===== src/rtl/hzd_pkg.sv =====
package hzd_pkg;
  localparam int NPROD = 4;                  // EX, DF, DS, TC
  localparam int SEL_W = $clog2(NPROD + 1);
  localparam int LD_WAIT = 2;                // slots where load data is not ready yet
  localparam int NSRC = 2;

  typedef enum logic [1:0] {
    CLS_OTH = 2'd0,
    CLS_ALU = 2'd1,
    CLS_LD  = 2'd2,
    CLS_BR  = 2'd3
  } cls_e;
endpackage


===== src/rtl/hzd_src_match.sv =====
module hzd_src_match
  import hzd_pkg::*;
#(
  parameter int REG_W = 5
) (
  input  logic [REG_W-1:0]       src_i,
  input  logic [NPROD-1:0]       prod_vld_i,
  input  logic [2*NPROD-1:0]     prod_cls_i,
  input  logic [NPROD*REG_W-1:0] prod_rd_i,
  output logic [SEL_W-1:0]       sel_o,
  output logic                   ld_block_o
);
  logic [NPROD-1:0] hit;
  logic [NPROD-1:0] is_ld;

  for (genvar i = 0; i < NPROD; i++) begin : g_slot
    cls_e cls;
    assign cls      = cls_e'(prod_cls_i[2*i +: 2]);
    assign is_ld[i] = (cls == CLS_LD);
    assign hit[i]   = prod_vld_i[i] && (cls == CLS_ALU || cls == CLS_LD)
                      && (prod_rd_i[REG_W*i +: REG_W] == src_i)
                      && (src_i != '0);
  end

  // oldest first, so the youngest hit wins
  always_comb begin
    sel_o      = '0;
    ld_block_o = 1'b0;
    for (int i = NPROD - 1; i >= 0; i--) begin
      if (hit[i]) begin
        sel_o      = SEL_W'(i + 1);
        ld_block_o = is_ld[i] && (i < LD_WAIT);
      end
    end
  end
endmodule


===== src/rtl/hzd_branch.sv =====
module hzd_branch
  import hzd_pkg::*;
(
  input  logic       ex_vld_i,
  input  logic [1:0] ex_cls_i,
  input  logic       taken_i,
  output logic [1:0] squash_o
);
  logic kill;
  assign kill     = ex_vld_i && (cls_e'(ex_cls_i) == CLS_BR) && taken_i;
  assign squash_o = {2{kill}};
endmodule


===== src/rtl/hzd_fwd_reg.sv =====
module hzd_fwd_reg
  import hzd_pkg::*;
(
  input  logic                      clk_i,
  input  logic                      rst_ni,
  input  logic                      bubble_i,
  input  logic [NSRC-1:0][SEL_W-1:0] sel_d_i,
  output logic [NSRC-1:0][SEL_W-1:0] sel_q_o
);
  always_ff @(posedge clk_i or negedge rst_ni) begin
    if (!rst_ni)       sel_q_o <= '0;
    else if (bubble_i) sel_q_o <= '0;
    else               sel_q_o <= sel_d_i;
  end
endmodule


===== src/rtl/hzd_interlock.sv =====
module hzd_interlock
  import hzd_pkg::*;
#(
  parameter int REG_W = 5
) (
  input  logic                   clk_i,
  input  logic                   rst_ni,
  input  logic                   rf_vld_i,
  input  logic [REG_W-1:0]       rf_rs1_i,
  input  logic [REG_W-1:0]       rf_rs2_i,
  input  logic [NPROD-1:0]       prod_vld_i,
  input  logic [2*NPROD-1:0]     prod_cls_i,
  input  logic [NPROD*REG_W-1:0] prod_rd_i,
  input  logic                   br_taken_i,
  output logic                   stall_o,
  output logic [1:0]             squash_o,
  output logic [SEL_W-1:0]       fwd_rs1_o,
  output logic [SEL_W-1:0]       fwd_rs2_o
);
  logic [NSRC-1:0][REG_W-1:0] src;
  logic [NSRC-1:0][SEL_W-1:0] sel_raw, sel_d, sel_q;
  logic [NSRC-1:0]            blk;

  assign src[0] = rf_rs1_i;
  assign src[1] = rf_rs2_i;

  for (genvar s = 0; s < NSRC; s++) begin : g_src
    hzd_src_match #(.REG_W(REG_W)) u_match (
      .src_i      (src[s]),
      .prod_vld_i (prod_vld_i),
      .prod_cls_i (prod_cls_i),
      .prod_rd_i  (prod_rd_i),
      .sel_o      (sel_raw[s]),
      .ld_block_o (blk[s])
    );
    assign sel_d[s] = rf_vld_i ? sel_raw[s] : '0;
  end

  assign stall_o = rf_vld_i && (|blk);

  hzd_fwd_reg u_fwd (
    .clk_i    (clk_i),
    .rst_ni   (rst_ni),
    .bubble_i (stall_o),
    .sel_d_i  (sel_d),
    .sel_q_o  (sel_q)
  );

  assign fwd_rs1_o = sel_q[0];
  assign fwd_rs2_o = sel_q[1];

  hzd_branch u_br (
    .ex_vld_i (prod_vld_i[0]),
    .ex_cls_i (prod_cls_i[1:0]),
    .taken_i  (br_taken_i),
    .squash_o (squash_o)
  );
endmodule


===== config.mk =====
export PLATFORM = sky130hd
export DESIGN_NAME = hzd_interlock
export DESIGN_NICKNAME = d
export VERILOG_FILES = /design/src/rtl/hzd_pkg.sv /design/src/rtl/hzd_src_match.sv /design/src/rtl/hzd_branch.sv /design/src/rtl/hzd_fwd_reg.sv /design/src/rtl/hzd_interlock.sv
export SDC_FILE = /design/constraint.sdc
export NUM_CORES = 1
export LEC_CHECK = 0
export BUFFER_PORTS_ARGS = -buffer_cell sky130_fd_sc_hd__buf_2
export CAP_MARGIN = 20
export CORE_MARGIN = 1.5
export CORE_UTILIZATION = 47
export DETAILED_ROUTE_END_ITERATION = 6
export GPL_TIMING_DRIVEN = 0
export HOLD_SLACK_MARGIN = 0.03
export PLACE_DENSITY_LB_ADDON = 0.3
export SYNTH_ARGS = -nofsm -noshare
export SYNTH_HDL_FRONTEND = slang
export SYNTH_SLANG_ARGS = --single-unit

===== constraint.sdc =====
create_clock -name clk_i -period 5.5 [get_ports clk_i]
set_clock_uncertainty 0.2 [all_clocks]
set_input_delay 0.55 -clock clk_i [delete_from_list [all_inputs] [get_ports clk_i]]
set_output_delay 0.55 -clock clk_i [all_outputs]
set_load 0.05 [all_outputs]

=== After elaboration in Yosys (flattened, before gate mapping) ===
Index checks and enable logic that the tools add are counted.

* Register bits: 6
* Input bits: 46
* Output and inout port bits: 9
* Logic and storage cells: 64

* Equal/unequal tests: 17
* Multiplexer cells: 15
* Reduce and logical (&&, ||, !) cells: 30

{| class="wikitable"
|+ Operator list
! operator !! count
|-
| $eq 5x5->1 || 8
|-
| $mux 3 || 10
|-
| $logic_and 1x1->1 || 23
|-
| $eq 2x2->1 const B || 5
|-
| $reduce_bool 5->1 || 2
|-
| $eq 2x1->1 const B || 4
|-
| $mux 6 || 1
|-
| $logic_or 1x1->1 || 4
|-
| $mux 1 || 4
|-
| $reduce_or 2->1 || 1
|}

=== Depth between registers and ports, before layout ===
Gate-level depths: netlist of run 1.

* Depth after elaboration: 11
* Gate-level depth with buffers: 7
* Mapped depth without buffers: 7

=== Modules after synthesis ===
Synthesis of run 1 repeated with hierarchy kept, for this count alone.

* Cells, all modules: 138
* Area, all modules: 1172.4 sq um

{| class="wikitable"
|+ Modules (own cells, without submodules)
! module !! instances !! cells each !! area an instance (sq um) !! seq. area each (sq um)
|-
| hzd_src_match || 2 || 58 || 457.9 || 0.0
|-
| hzd_fwd_reg || 1 || 12 || 187.7 || 150.1
|-
| hzd_interlock || 1 || 7 || 45.0 || 0.0
|-
| hzd_branch || 1 || 3 || 23.8 || 0.0
|}

=== Worst setup path after synthesis of run 1 ===
Ideal clock, no wire load.

* Path type: input -> output
* From: in rf_rs1_i[3]
* To: out stall_o
* Arrival: 2.305 ns
* Required time: 4.750 ns
* Slack: 2.445 ns
* Stages on the path: 7
* Buffers on the path: 1
* Cell sequence: buf_2 or4_1 nor2_2 or4_1 a22oi_1 o21ai_1 and2_1

* Longest elaborated chain between the ends: 7
* Elaborated cells between the ends (all ways): 11
* Classes of those cells: 2 x eq/ne; 2 x mux; 7 x reduce/logical

{| class="wikitable"
|+ Ends and longest elaborated chain
! item !! RTL line !! source
|-
| start: declaration || hzd_interlock.sv:9 || <nowiki>input logic [REG_W-1:0] rf_rs1_i,</nowiki>
|-
| $eq 5x5->1 || hzd_src_match.sv:21 || <nowiki>&& (prod_rd_i[REG_W*i +: REG_W] == src_i)</nowiki>
|-
| $logic_and 1x1->1 || hzd_src_match.sv:21 ||
|-
| $logic_and 1x1->1 || hzd_src_match.sv:22 || <nowiki>&& (src_i != '0);</nowiki>
|-
| $mux 1 || hzd_src_match.sv:30 || <nowiki>if (hit[i]) begin</nowiki>
|-
| $mux 1 (*) || hzd_src_match.sv:30 ||
|-
| $reduce_or 2->1 (*) || hzd_interlock.sv:39 || <nowiki>assign stall_o = rf_vld_i && (|blk);</nowiki>
|-
| $logic_and 1x1->1 (*) || hzd_interlock.sv:39 ||
|-
| end: declaration || hzd_interlock.sv:15 || <nowiki>output logic stall_o,</nowiki>
|}

Every way passes the cells marked *; elsewhere a longest branch is shown, timed or not.

=== Worst setup path after layout of run 1 ===
* From: in prod_cls_i[2]
* To: out stall_o

* Longest elaborated chain between the ends: 9
* Elaborated cells between the ends (all ways): 14
* Classes of those cells: 2 x eq/ne; 4 x mux; 8 x reduce/logical

{| class="wikitable"
|+ Ends and longest elaborated chain
! item !! RTL line !! source
|-
| start: declaration || hzd_interlock.sv:12 || <nowiki>input logic [2*NPROD-1:0] prod_cls_i,</nowiki>
|-
| $eq 2x1->1 or $eq 2x2->1 (tied branches) || hzd_src_match.sv:20, hzd_src_match.sv:19 ||
|-
| $logic_or 1x1->1 || hzd_src_match.sv:20 || <nowiki>assign hit[i] = prod_vld_i[i] && (cls == CLS_ALU || cls == CLS_LD)</nowiki>
|-
| $logic_and 1x1->1 || hzd_src_match.sv:20 ||
|-
| $logic_and 1x1->1 || hzd_src_match.sv:21 ||
|-
| $logic_and 1x1->1 || hzd_src_match.sv:22 ||
|-
| $mux 1 (2 in series) || hzd_src_match.sv:30 ||
|-
| $reduce_or 2->1 (*) || hzd_interlock.sv:39 ||
|-
| $logic_and 1x1->1 (*) || hzd_interlock.sv:39 ||
|}

Marks and branches as above.

==> summary.txt, run 1 <==
Cells and area
  • Registers with the highest flip-flop counts: u_fwd.sel_q_o x6
  • Antenna fix cells: 0
  • Final Instance Count excl. Fillers: 184
  • Cell area after layout: 1210 sq um
  • Post-layout net count: 210
  • Register bank with the most flops: u_fwd.sel_q_o
  • Proportion of layout cells with a drive suffix above 1: 40.9%
  • Layout area overhead: 30.6%
  • Largest register FFs: 6

Clock network
  • Number of buffers created by CTS: 3
  • Count of hold buffers inserted by post-cts repair: 1
  • Total setup buffers inserted after CTS: 0
  • Clock-pin slew of the registers on the worst-case setup and hold paths: 0.05 ns
  • Clock tree from TritonCTS: done
  • H-tree depth: 1
  • Largest buffer count on any clock path: 2
  • Post_cts resized: 0
  • Buffer cell driving the clock tree root: sky130_fd_sc_hd__clkbuf_4
  • Num Clock Sinks: 6

Placement
  • Post-DP HPWL: 1.97 mm
  • GPL Wtd Cong: 0.822
  • Post-placement setup slack: 2.26 ns
  • Post-DP Area: 1180 sq um
  • Total instance count after detailed placement: 180
  • Port Buffers: 44

Worst setup path
  • Arrival @ worst endpoint: 2.50 ns
  • Maximum net fanout on the critical path: 4
  • Critical Path Source Type: input port
  • Critical Setup Path Class: input port to output pin
  • Worst Path Required: 4.75 ns
  • Category of the worst setup path capture point: output pin

Die
  • FP Rows: 15
  • Initial core utilization: 52.1%
  • Number of top-level pins: 55
  • Die Area: 2250 sq um
  • Die boundary width: 47.4 um
  • Die height: 47.4 um
  • Core Box Area: 1780 sq um

Routing
  • Final routed wirelength across all metal layers: 2.28 mm
  • Vias/cell: 5.21
  • Final ANT Viol Nets: 0
  • Overall via count from detail_route: 959
  • Iteration-0 DRC Markers: 9
  • First-pass detailed-route iteration total: 4
  • Detailed-route DRC error count: 0
  • Average wire per standard cell: 12.4 um

Global route
  • Antenna violations before repair: 0
  • All-layer global routing usage: 21.6%
  • Overflow left after global routing: 0
  • First-pass GRT wire length: 3.50 mm
  • Maximum number of pins on one net before global-route repair: 7
  • Via count of the first global-routing pass: 917

Timing
  • Sum of negative setup slack: 0 ns
  • Tightest hold margin: 0.402 ns
  • Highest attainable clock frequency: 308 MHz
  • Share of the cycle needed by the critical path after routing: 59.1%
  • Final WS setup: 2.25 ns
  • Final Max Tran Viols: 0
  • Setup repair after global routing missed its margin: false
  • Pin slew with the least headroom to its limit: 0.590 ns
  • Final-report hold violation count: 0
  • Final critical delay including setup and external delays: 3.25 ns
  • Slew margin rel.: 60.3%
  • Final setup violation count: 0

Min path
  • Hold path start: prod_vld_i[3]
  • Hold Path Cell Cnt: 3
  • Worst hold path class: input port to flop
  • Hold-critical path endpoint: u_fwd.sel_q_o[5]$_DFF_PN0_

Power and ir drop
  • Total leakage power: 0.556 nW
  • Pwr Density: 131 nW/um^2
  • Peak ir drop on the vdd network: 0.0619 mV

Logic synthesis
  • Top cells by area in the synthesized netlist: sky130_fd_sc_hd__xnor2_1, sky130_fd_sc_hd__dfrtp_1, sky130_fd_sc_hd__xor2_1, sky130_fd_sc_hd__buf_2, sky130_fd_sc_hd__nor4_1
  • Seq/Total Area, Yosys: 16.2%
  • Avg Inst Size Synth: 8.36 sq um
  • Library cell with the largest summed area after synthesis: sky130_fd_sc_hd__xnor2_1
  • Number of synthesis warnings: 0
  • Post-synthesis net count: 160
  • Number of standard cells after synthesis: 111
  • Fraction of synthesized cell area taken by the top area cell type: 24.5%
  • Number of different library cells in the post-synthesis netlist: 28
  • Flops & latches, synth: 6
  • Netlist area before placement: 928 sq um

Flow run
  • Max capacitance violation total: 0

Outcome
  • Status: finished clean
routing by layer:
metal	vias up	track usage, %	part of all wire (%)
met5	-	0	0
li1	476	-	-
met4	0	12.2	0.88
met1	439	21.6	38
met3	3	1.13	4.9
met2	41	43.2	56
Yosys cell counts:
library cell	count
sky130_fd_sc_hd__a21oi_1	2
sky130_fd_sc_hd__and2_1	1
sky130_fd_sc_hd__nor3_2	1
sky130_fd_sc_hd__nor3_1	3
sky130_fd_sc_hd__nor2_4	1
sky130_fd_sc_hd__and3_1	1
sky130_fd_sc_hd__or4_1	4
sky130_fd_sc_hd__nand2_1	2
sky130_fd_sc_hd__nand2b_1	3
sky130_fd_sc_hd__or2b_1	1
sky130_fd_sc_hd__nor4_1	7
sky130_fd_sc_hd__xor2_1	16
sky130_fd_sc_hd__buf_2	9
sky130_fd_sc_hd__buf_6	1
sky130_fd_sc_hd__nor4_2	1
sky130_fd_sc_hd__nand4_1	4
sky130_fd_sc_hd__nor2_1	2
sky130_fd_sc_hd__xnor2_1	26
sky130_fd_sc_hd__inv_1	3
sky130_fd_sc_hd__o21ai_1	2
sky130_fd_sc_hd__nor2_2	1
sky130_fd_sc_hd__o211ai_1	1
sky130_fd_sc_hd__nand3_1	5
sky130_fd_sc_hd__dfrtp_1	6
sky130_fd_sc_hd__ha_1	3
sky130_fd_sc_hd__buf_4	2
sky130_fd_sc_hd__or4_4	2
sky130_fd_sc_hd__a22oi_1	1
cells by family (layout without fill, tap and decap cells):
family / Yosys count / count (layout) / synth area share [%]
buffers and inverters: 15 / 63 / 8.89
AND/OR/NAND/NOR: 39 / 39 / 27.5
adder cells (fa/ha/maj): 3 / 3 / 4.04
flip-flops: 6 / 6 / 16.2
AO/OA/AOI/OAI: 6 / 6 / 3.77
XOR/XNOR: 42 / 42 / 39.6
report_power, final:
group	internal (W)	switching (W)	total (W)
clock network	0.0000247	0.0000163	0.0000409
registers	0.0000447	0.0000000744	0.0000448
logic	0.0000354	0.0000374	0.0000728
total	0.000105	0.0000537	0.000158
cell usage in the layout, fill, tap and decap left out, drive strengths merged, types with 3 or more instances in the layout:
cell,instances
buf,56
clkbuf,3
dfrtp,6
ha,3
inv,3
nand2b,3
nand3,5
nand4,4
nor2,4
nor3,4
nor4,8
or4,6
xnor2,26
xor2,16
final cells by class:
type / instances / area, sq um
multi-input cells: 90 / 696
fillers: 164 / 571
plain buffers: 12 / 71.3
repair buffers: 45 / 230
well taps: 25 / 31.3
inverters: 3 / 11.3
clock buffers: 3 / 22.5
flip-flops and latches: 6 / 150
critical path, cell delays in order:
cell and delay (ns):
sky130_fd_sc_hd__buf_2 0.07, sky130_fd_sc_hd__inv_1 0.03, sky130_fd_sc_hd__ha_1 0.27, sky130_fd_sc_hd__nand2b_1 0.16
sky130_fd_sc_hd__nor4_1 0.55, sky130_fd_sc_hd__a22oi_1 0.18, sky130_fd_sc_hd__o21ai_1 0.27, sky130_fd_sc_hd__and2_1 0.16
sky130_fd_sc_hd__buf_2 0.25
worst max-delay path by stage:
| stage | slack, ns | start | end |
|---|---|---|---|
| finish | 2.25 | prod_cls_i[2] | stall_o |
| global route | 2.09 | prod_cls_i[2] | stall_o |
| CTS | 2.25 | prod_cls_i[2] | stall_o |
| detailed placement | 2.26 | prod_cls_i[2] | stall_o |
| global placement | 2.28 | prod_cls_i[2] | stall_o |
| floorplan | 2.44 | rf_rs1_i[3] | stall_o |
metrics by stage:
stage	total power, W	utilization [%]
2_1_floorplan	0.0000917	-
3_3_place_gp	0.000115	66.2
3_5_place_dp	0.000118	66.2
4_1_cts	0.000159	68.0
5_1_grt	0.000167	68.0
6_report	0.000158	68.0
(Power assumes the default switching activity.)
==> inputs of run 2 (changes only) <==
--- a/config.mk
+++ b/config.mk
@@ -8,7 +8,7 @@
 export BUFFER_PORTS_ARGS = -buffer_cell sky130_fd_sc_hd__buf_2
 export CAP_MARGIN = 20
 export CORE_MARGIN = 1.5
-export CORE_UTILIZATION = 47
+export CORE_UTILIZATION = 39
 export DETAILED_ROUTE_END_ITERATION = 6
 export GPL_TIMING_DRIVEN = 0
 export HOLD_SLACK_MARGIN = 0.03
==> constraint.sdc (replaced) <==
create_clock -name clk_i -period 2.9 [get_ports clk_i]
set_clock_uncertainty 0.2 [all_clocks]
set_input_delay 0.29 -clock clk_i [delete_from_list [all_inputs] [get_ports clk_i]]
set_output_delay 0.29 -clock clk_i [all_outputs]
set_load 0.05 [all_outputs]
==> summary.txt, run 2 (synthesized netlist as in run 1, its figures left out) <==
Outcome
  • Status: finished clean

Routing
  • Overall via count from detail_route: 927
  • Vias/cell: 4.96
  • Final routed wirelength across all metal layers: 2.29 mm
  • Average wire per standard cell: 12.2 um
  • Final ANT Viol Nets: 0
  • Detailed-route DRC error count: 0
  • First-pass detailed-route iteration total: 4
  • Iteration-0 DRC Markers: 8

Worst setup path
  • Setup crit start: prod_cls_i[2]
  • Critical Path Source Type: input port
  • Maximum net fanout on the critical path: 3
  • Category of the worst setup path capture point: output pin
  • Critical Setup Path Class: input port to output pin
  • Arrival @ worst endpoint: 2.20 ns
  • Worst Path Required: 2.41 ns

Min path
  • Hold Path Cell Cnt: 3
  • Hold-critical path endpoint: u_fwd.sel_q_o[5]$_DFF_PN0_
  • Hold path start: prod_vld_i[3]
  • Worst hold path class: input port to flop

Global route
  • Overflow left after global routing: 0
  • Antenna violations before repair: 0
  • Maximum number of pins on one net before global-route repair: 7
  • All-layer global routing usage: 18.5%
  • Via count of the first global-routing pass: 864
  • First-pass GRT wire length: 3.78 mm

Clock network
  • Total setup buffers inserted after CTS: 0
  • Num Clock Sinks: 6
  • Clock-pin slew of the registers on the worst-case setup and hold paths: 0.04 ns
  • Clock tree from TritonCTS: done
  • Largest buffer count on any clock path: 2
  • Buffer cell driving the clock tree root: sky130_fd_sc_hd__clkbuf_4
  • Number of buffers created by CTS: 3
  • H-tree depth: 1

Power and ir drop
  • Peak ir drop on the vdd network: 0.140 mV
  • Pwr Density: 242 nW/um^2
  • Total leakage power: 0.556 nW

Cells and area
  • Largest register FFs: 6
  • Most common cell after layout, fill and taps aside: sky130_fd_sc_hd__buf_2
  • Filler cells: 220
  • Register area: 150 sq um
  • Registers with the highest flip-flop counts: u_fwd.sel_q_o x6
  • Layout area overhead: 31.7%
  • Area of combinational cells with multiple inputs: 702 sq um
  • Final Instance Count excl. Fillers: 187
  • Proportion of layout cells with a drive suffix above 1: 41.5%
  • Register bank with the most flops: u_fwd.sel_q_o
  • Commonest cells after routing, fill and taps aside: sky130_fd_sc_hd__buf_2, sky130_fd_sc_hd__xnor2_1, sky130_fd_sc_hd__xor2_1
  • Post-layout net count: 210
  • Antenna fix cells: 0

Timing
  • Highest attainable clock frequency: 372 MHz
  • Slew margin rel.: 63.6%
  • Final critical delay including setup and external delays: 2.69 ns
  • Final-report hold violation count: 0
  • Share of the cycle needed by the critical path after routing: 92.7%
  • Final setup violation count: 0
  • Final Max Tran Viols: 0
  • Setup repair after global routing missed its margin: false
  • Pin slew with the least headroom to its limit: 0.540 ns
  • Sum of negative setup slack: 0 ns

Flow run
  • Max capacitance violation total: 0

Die
  • Number of top-level pins: 55
  • Die height: 51.8 um
  • Initial core utilization: 41.6%
  • Die boundary width: 51.8 um
  • FP Rows: 17
  • Core Box Area: 2230 sq um
  • Die Area: 2680 sq um

Placement
  • Total instance count after detailed placement: 183
  • GPL Wtd Cong: 0.835
  • Post-DP HPWL: 2.01 mm
  • Port Buffers: 44
[run 2: final cells by class]
| cell class | instances | share of cell area, % |
|---|---|---|
| clock buffer | 3 | 1.84 |
| buffer | 12 | 5.83 |
| timing repair buffer | 45 | 18.8 |
| multi-input combinational | 90 | 57.4 |
| tap | 28 | 2.87 |
| sequential | 6 | 12.3 |
| inverter | 3 | 0.921 |
[run 2: power breakdown]
part | switching (W) | internal, W | leakage (nW)
sequential | 0.000000146 | 0.0000848 | 0.0837
clock | 0.0000271 | 0.0000466 | 0.0138
combinational | 0.0000705 | 0.0000672 | 0.459
total | 0.0000978 | 0.000199 | 0.556
[run 2: worst max path at each step]
stage          depth (start not counted)  slack, ns       to
6_report                               9       0.21  stall_o
5_1_grt                                9       0.06  stall_o
4_1_cts                                9       0.14  stall_o
3_5_place_dp                           9       0.16  stall_o
3_3_place_gp                           9       0.20  stall_o
2_1_floorplan                          7       0.36  stall_o
[run 2: routing by layer]
metal  GRT usage (%)  wire (um)
met1            20.8        914
met2            36.3       1250
met3           0.862        118
met4            6.58          0
met5               0          0
[run 2: metrics by stage]
step / setup slack [ns] / power [W] / cell area [sq um] / util (%) / hold WS, ns
after floorplan: 0.365 / 0.000174 / 928 / - / -0.206
after global placement: 0.201 / 0.000218 / 1180 / 53.0 / -0.0905
after detailed placement: 0.158 / 0.000223 / 1180 / 53.0 / -0.0831
after CTS: 0.138 / 0.000301 / 1220 / 54.5 / 0.144
after global routing: 0.0650 / 0.000321 / 1220 / 54.7 / 0.151
final: 0.213 / 0.000296 / 1220 / 54.7 / 0.150
[run 2: timing repair]
| action | in CTS | in global routing |
|---|---|---|
| hold buffers | 1 | 0 |
| endpoints found under the hold margin | 6 | 0 |
| setup endpoints to repair | 0 | 1 |
| resized for setup | 0 | 1 |
[run 2: critical path, stage by stage]
cell and delay, ns:
sky130_fd_sc_hd__buf_2 0.07, sky130_fd_sc_hd__inv_1 0.03, sky130_fd_sc_hd__ha_1 0.27, sky130_fd_sc_hd__nand2b_1 0.17, sky130_fd_sc_hd__nor4_1 0.49, sky130_fd_sc_hd__a22oi_1 0.20
sky130_fd_sc_hd__o21ai_1 0.27, sky130_fd_sc_hd__and2_1 0.16, sky130_fd_sc_hd__buf_2 0.25
==> inputs of run 3 (changes only) <==
--- a/config.mk
+++ b/config.mk
@@ -8,7 +8,7 @@
 export BUFFER_PORTS_ARGS = -buffer_cell sky130_fd_sc_hd__buf_2
 export CAP_MARGIN = 20
 export CORE_MARGIN = 1.5
-export CORE_UTILIZATION = 39
+export CORE_UTILIZATION = 43
 export DETAILED_ROUTE_END_ITERATION = 6
 export GPL_TIMING_DRIVEN = 0
 export HOLD_SLACK_MARGIN = 0.03
@@ -16,3 +16,4 @@
 export SYNTH_ARGS = -nofsm -noshare
 export SYNTH_HDL_FRONTEND = slang
 export SYNTH_SLANG_ARGS = --single-unit
+export TNS_END_PERCENT = 10
==> constraint.sdc (replaced) <==
create_clock -name clk_i -period 2.59 [get_ports clk_i]
set_clock_uncertainty 0.2 [all_clocks]
set_input_delay 0.259 -clock clk_i [delete_from_list [all_inputs] [get_ports clk_i]]
set_output_delay 0.259 -clock clk_i [all_outputs]
set_load 0.05 [all_outputs]
==> summary.txt, run 3 (synthesized netlist as in run 1, its figures left out) <==
Clock network
  • Buffer cell driving the clock tree root: sky130_fd_sc_hd__clkbuf_4
  • Number of buffers created by CTS: 3
  • H-tree depth: 1
  • Total setup buffers inserted after CTS: 0
  • Largest buffer count on any clock path: 2
  • Clock tree from TritonCTS: done
  • Clock-pin slew of the registers on the worst-case setup and hold paths: 0.04 ns
  • Num Clock Sinks: 6

Timing
  • Setup repair after global routing missed its margin: false
  • Final-report hold violation count: 0
  • Highest attainable clock frequency: 399 MHz
  • Slew margin rel.: 75.3%
  • Final Max Tran Viols: 0
  • Final critical delay including setup and external delays: 2.51 ns
  • Pin slew with the least headroom to its limit: 0.368 ns
  • Tightest hold margin: 0.123 ns
  • Share of the cycle needed by the critical path after routing: 96.9%
  • Final setup violation count: 0

Power and ir drop
  • Relative contribution of the clock network to total power: 24.2%
  • Switching power summed over all nets: 0.000116 W
  • Fraction of power spent switching nets: 34.0%
  • Seq pwr share: 28.0%
  • Total leakage power: 0.564 nW
  • Combinational cell fraction of total power: 47.7%
  • Pwr Density: 266 nW/um^2
  • P_int: 0.000224 W
  • Peak ir drop on the vdd network: 0.135 mV

Min path
  • Hold Path Cell Cnt: 3
  • Worst hold path class: input port to flop
  • Hold-critical path endpoint: u_fwd.sel_q_o[5]$_DFF_PN0_
  • Hold path start: prod_vld_i[3]

Cells and area
  • Layout Utilization: 63.8%
  • Antenna fix cells: 0
  • Post-layout net count: 210
  • Final Instance Count excl. Fillers: 186
  • Commonest cells after routing, fill and taps aside: sky130_fd_sc_hd__buf_2, sky130_fd_sc_hd__xnor2_1, sky130_fd_sc_hd__xor2_1
  • Layout area overhead: 37.6%
  • Register bank with the most flops: u_fwd.sel_q_o
  • Registers with the highest flip-flop counts: u_fwd.sel_q_o x6
  • Proportion of layout cells with a drive suffix above 1: 45.9%
  • Most common cell after layout, fill and taps aside: sky130_fd_sc_hd__buf_2
  • Filler cells: 190
  • Largest register FFs: 6

Global route
  • Overflow left after global routing: 0
  • Via count of the first global-routing pass: 933
  • All-layer global routing usage: 19.8%
  • Antenna violations before repair: 0
  • Maximum number of pins on one net before global-route repair: 7
  • First-pass GRT wire length: 3.80 mm

Routing
  • First-pass detailed-route iteration total: 4
  • Overall via count from detail_route: 948
  • Final routed wirelength across all metal layers: 2.30 mm
  • Detailed-route DRC error count: 0
  • Average wire per standard cell: 12.4 um
  • Iteration-0 DRC Markers: 6
  • Vias/cell: 5.10
  • Final ANT Viol Nets: 0

Worst setup path
  • Maximum net fanout on the critical path: 4
  • Critical Path Source Type: input port
  • Critical Setup Path Class: input port to output pin
  • Worst Path Required: 2.13 ns
  • Arrival @ worst endpoint: 2.05 ns
  • Category of the worst setup path capture point: output pin

Placement
  • Post-DP HPWL: 1.94 mm
  • Port Buffers: 44
  • GPL Wtd Cong: 0.816
  • Total instance count after detailed placement: 182

Die
  • Initial core utilization: 46.4%
  • Number of top-level pins: 55
  • Die height: 49.5 um
  • Die boundary width: 49.5 um
  • Die Area: 2450 sq um
  • FP Rows: 16
  • Core Box Area: 2000 sq um

Outcome
  • Status: finished clean

Flow run
  • Max capacitance violation total: 0
## run 3: cell counts in the layout (fill, tap and decap cells not counted)
No cell type changed its count.
## run 3: repair_timing
item	in CTS	in global routing
gates resized for setup	3	10
endpoints found under the setup margin	1	1
gates cloned	0	0
endpoints found under the hold margin	6	0
pin swaps	0	1
hold buffers	1	0
## run 3: final cells by class
| type | count | area [sq um] | area share [%] |
|---|---|---|---|
| sequential | 6 | 150 | 11.8 |
| multi-input combinational | 90 | 756 | 59.2 |
| buffer | 12 | 71.3 | 5.58 |
| timing repair buffer | 45 | 233 | 18.2 |
| inverter | 3 | 11.3 | 0.881 |
| clock buffer | 3 | 22.5 | 1.76 |
| tap | 27 | 33.8 | 2.64 |
## run 3: critical path: stages
cell and delay [ns]:
sky130_fd_sc_hd__buf_2 0.09, sky130_fd_sc_hd__inv_1 0.04, sky130_fd_sc_hd__ha_1 0.26, sky130_fd_sc_hd__nand2b_2 0.21, sky130_fd_sc_hd__or4_4 0.51, sky130_fd_sc_hd__a22oi_2 0.23, sky130_fd_sc_hd__o21ai_2 0.09, sky130_fd_sc_hd__and2_1 0.17
sky130_fd_sc_hd__buf_4 0.18
## run 3: routing by layer
metal | global-route usage, % | share of wire (%)
met1 | 21.3 | 39
met2 | 37.8 | 54
met3 | 3.03 | 5.6
met4 | 8.33 | 1.7
met5 | 0 | 0
## run 3: worst max-delay path by stage
| stage | depth (start not counted) | to | slack (ns) | start |
|---|---|---|---|---|
| final | 9 | stall_o | 0.08 | prod_cls_i[0] |
| after global routing | 9 | stall_o | 0.01 | prod_cls_i[0] |
| after CTS | 8 | stall_o | 0.006 | rf_rs1_i[3] |
| after detailed placement | 9 | stall_o | -0.10 | prod_cls_i[2] |
| after global placement | 9 | stall_o | -0.05 | prod_cls_i[2] |
| after floorplan | 7 | stall_o | 0.12 | rf_rs1_i[3] |
## run 3: power groups by stage
stage	sequential [W]	clock, W	combinational (W)
global route	0.0000950	0.0000958	0.000178
CTS	0.0000951	0.0000854	0.000156
floorplan	0.0000996	0	0.0000951
finish	0.0000952	0.0000823	0.000162
global placement	0.0000964	0	0.000147
detailed placement	0.0000964	0	0.000153
## run 3: stage by stage
stage | total power, W | TNS, ns | worst slack (ns) | instance area [sq um]
after floorplan | 0.000195 | 0 | 0.117 | 928
after global placement | 0.000244 | -0.0526 | -0.0526 | 1180
after detailed placement | 0.000249 | -0.103 | -0.103 | 1180
after CTS | 0.000337 | 0 | 0.00568 | 1230
after global routing | 0.000368 | 0 | 0.0143 | 1280
final | 0.000340 | 0 | 0.0810 | 1280
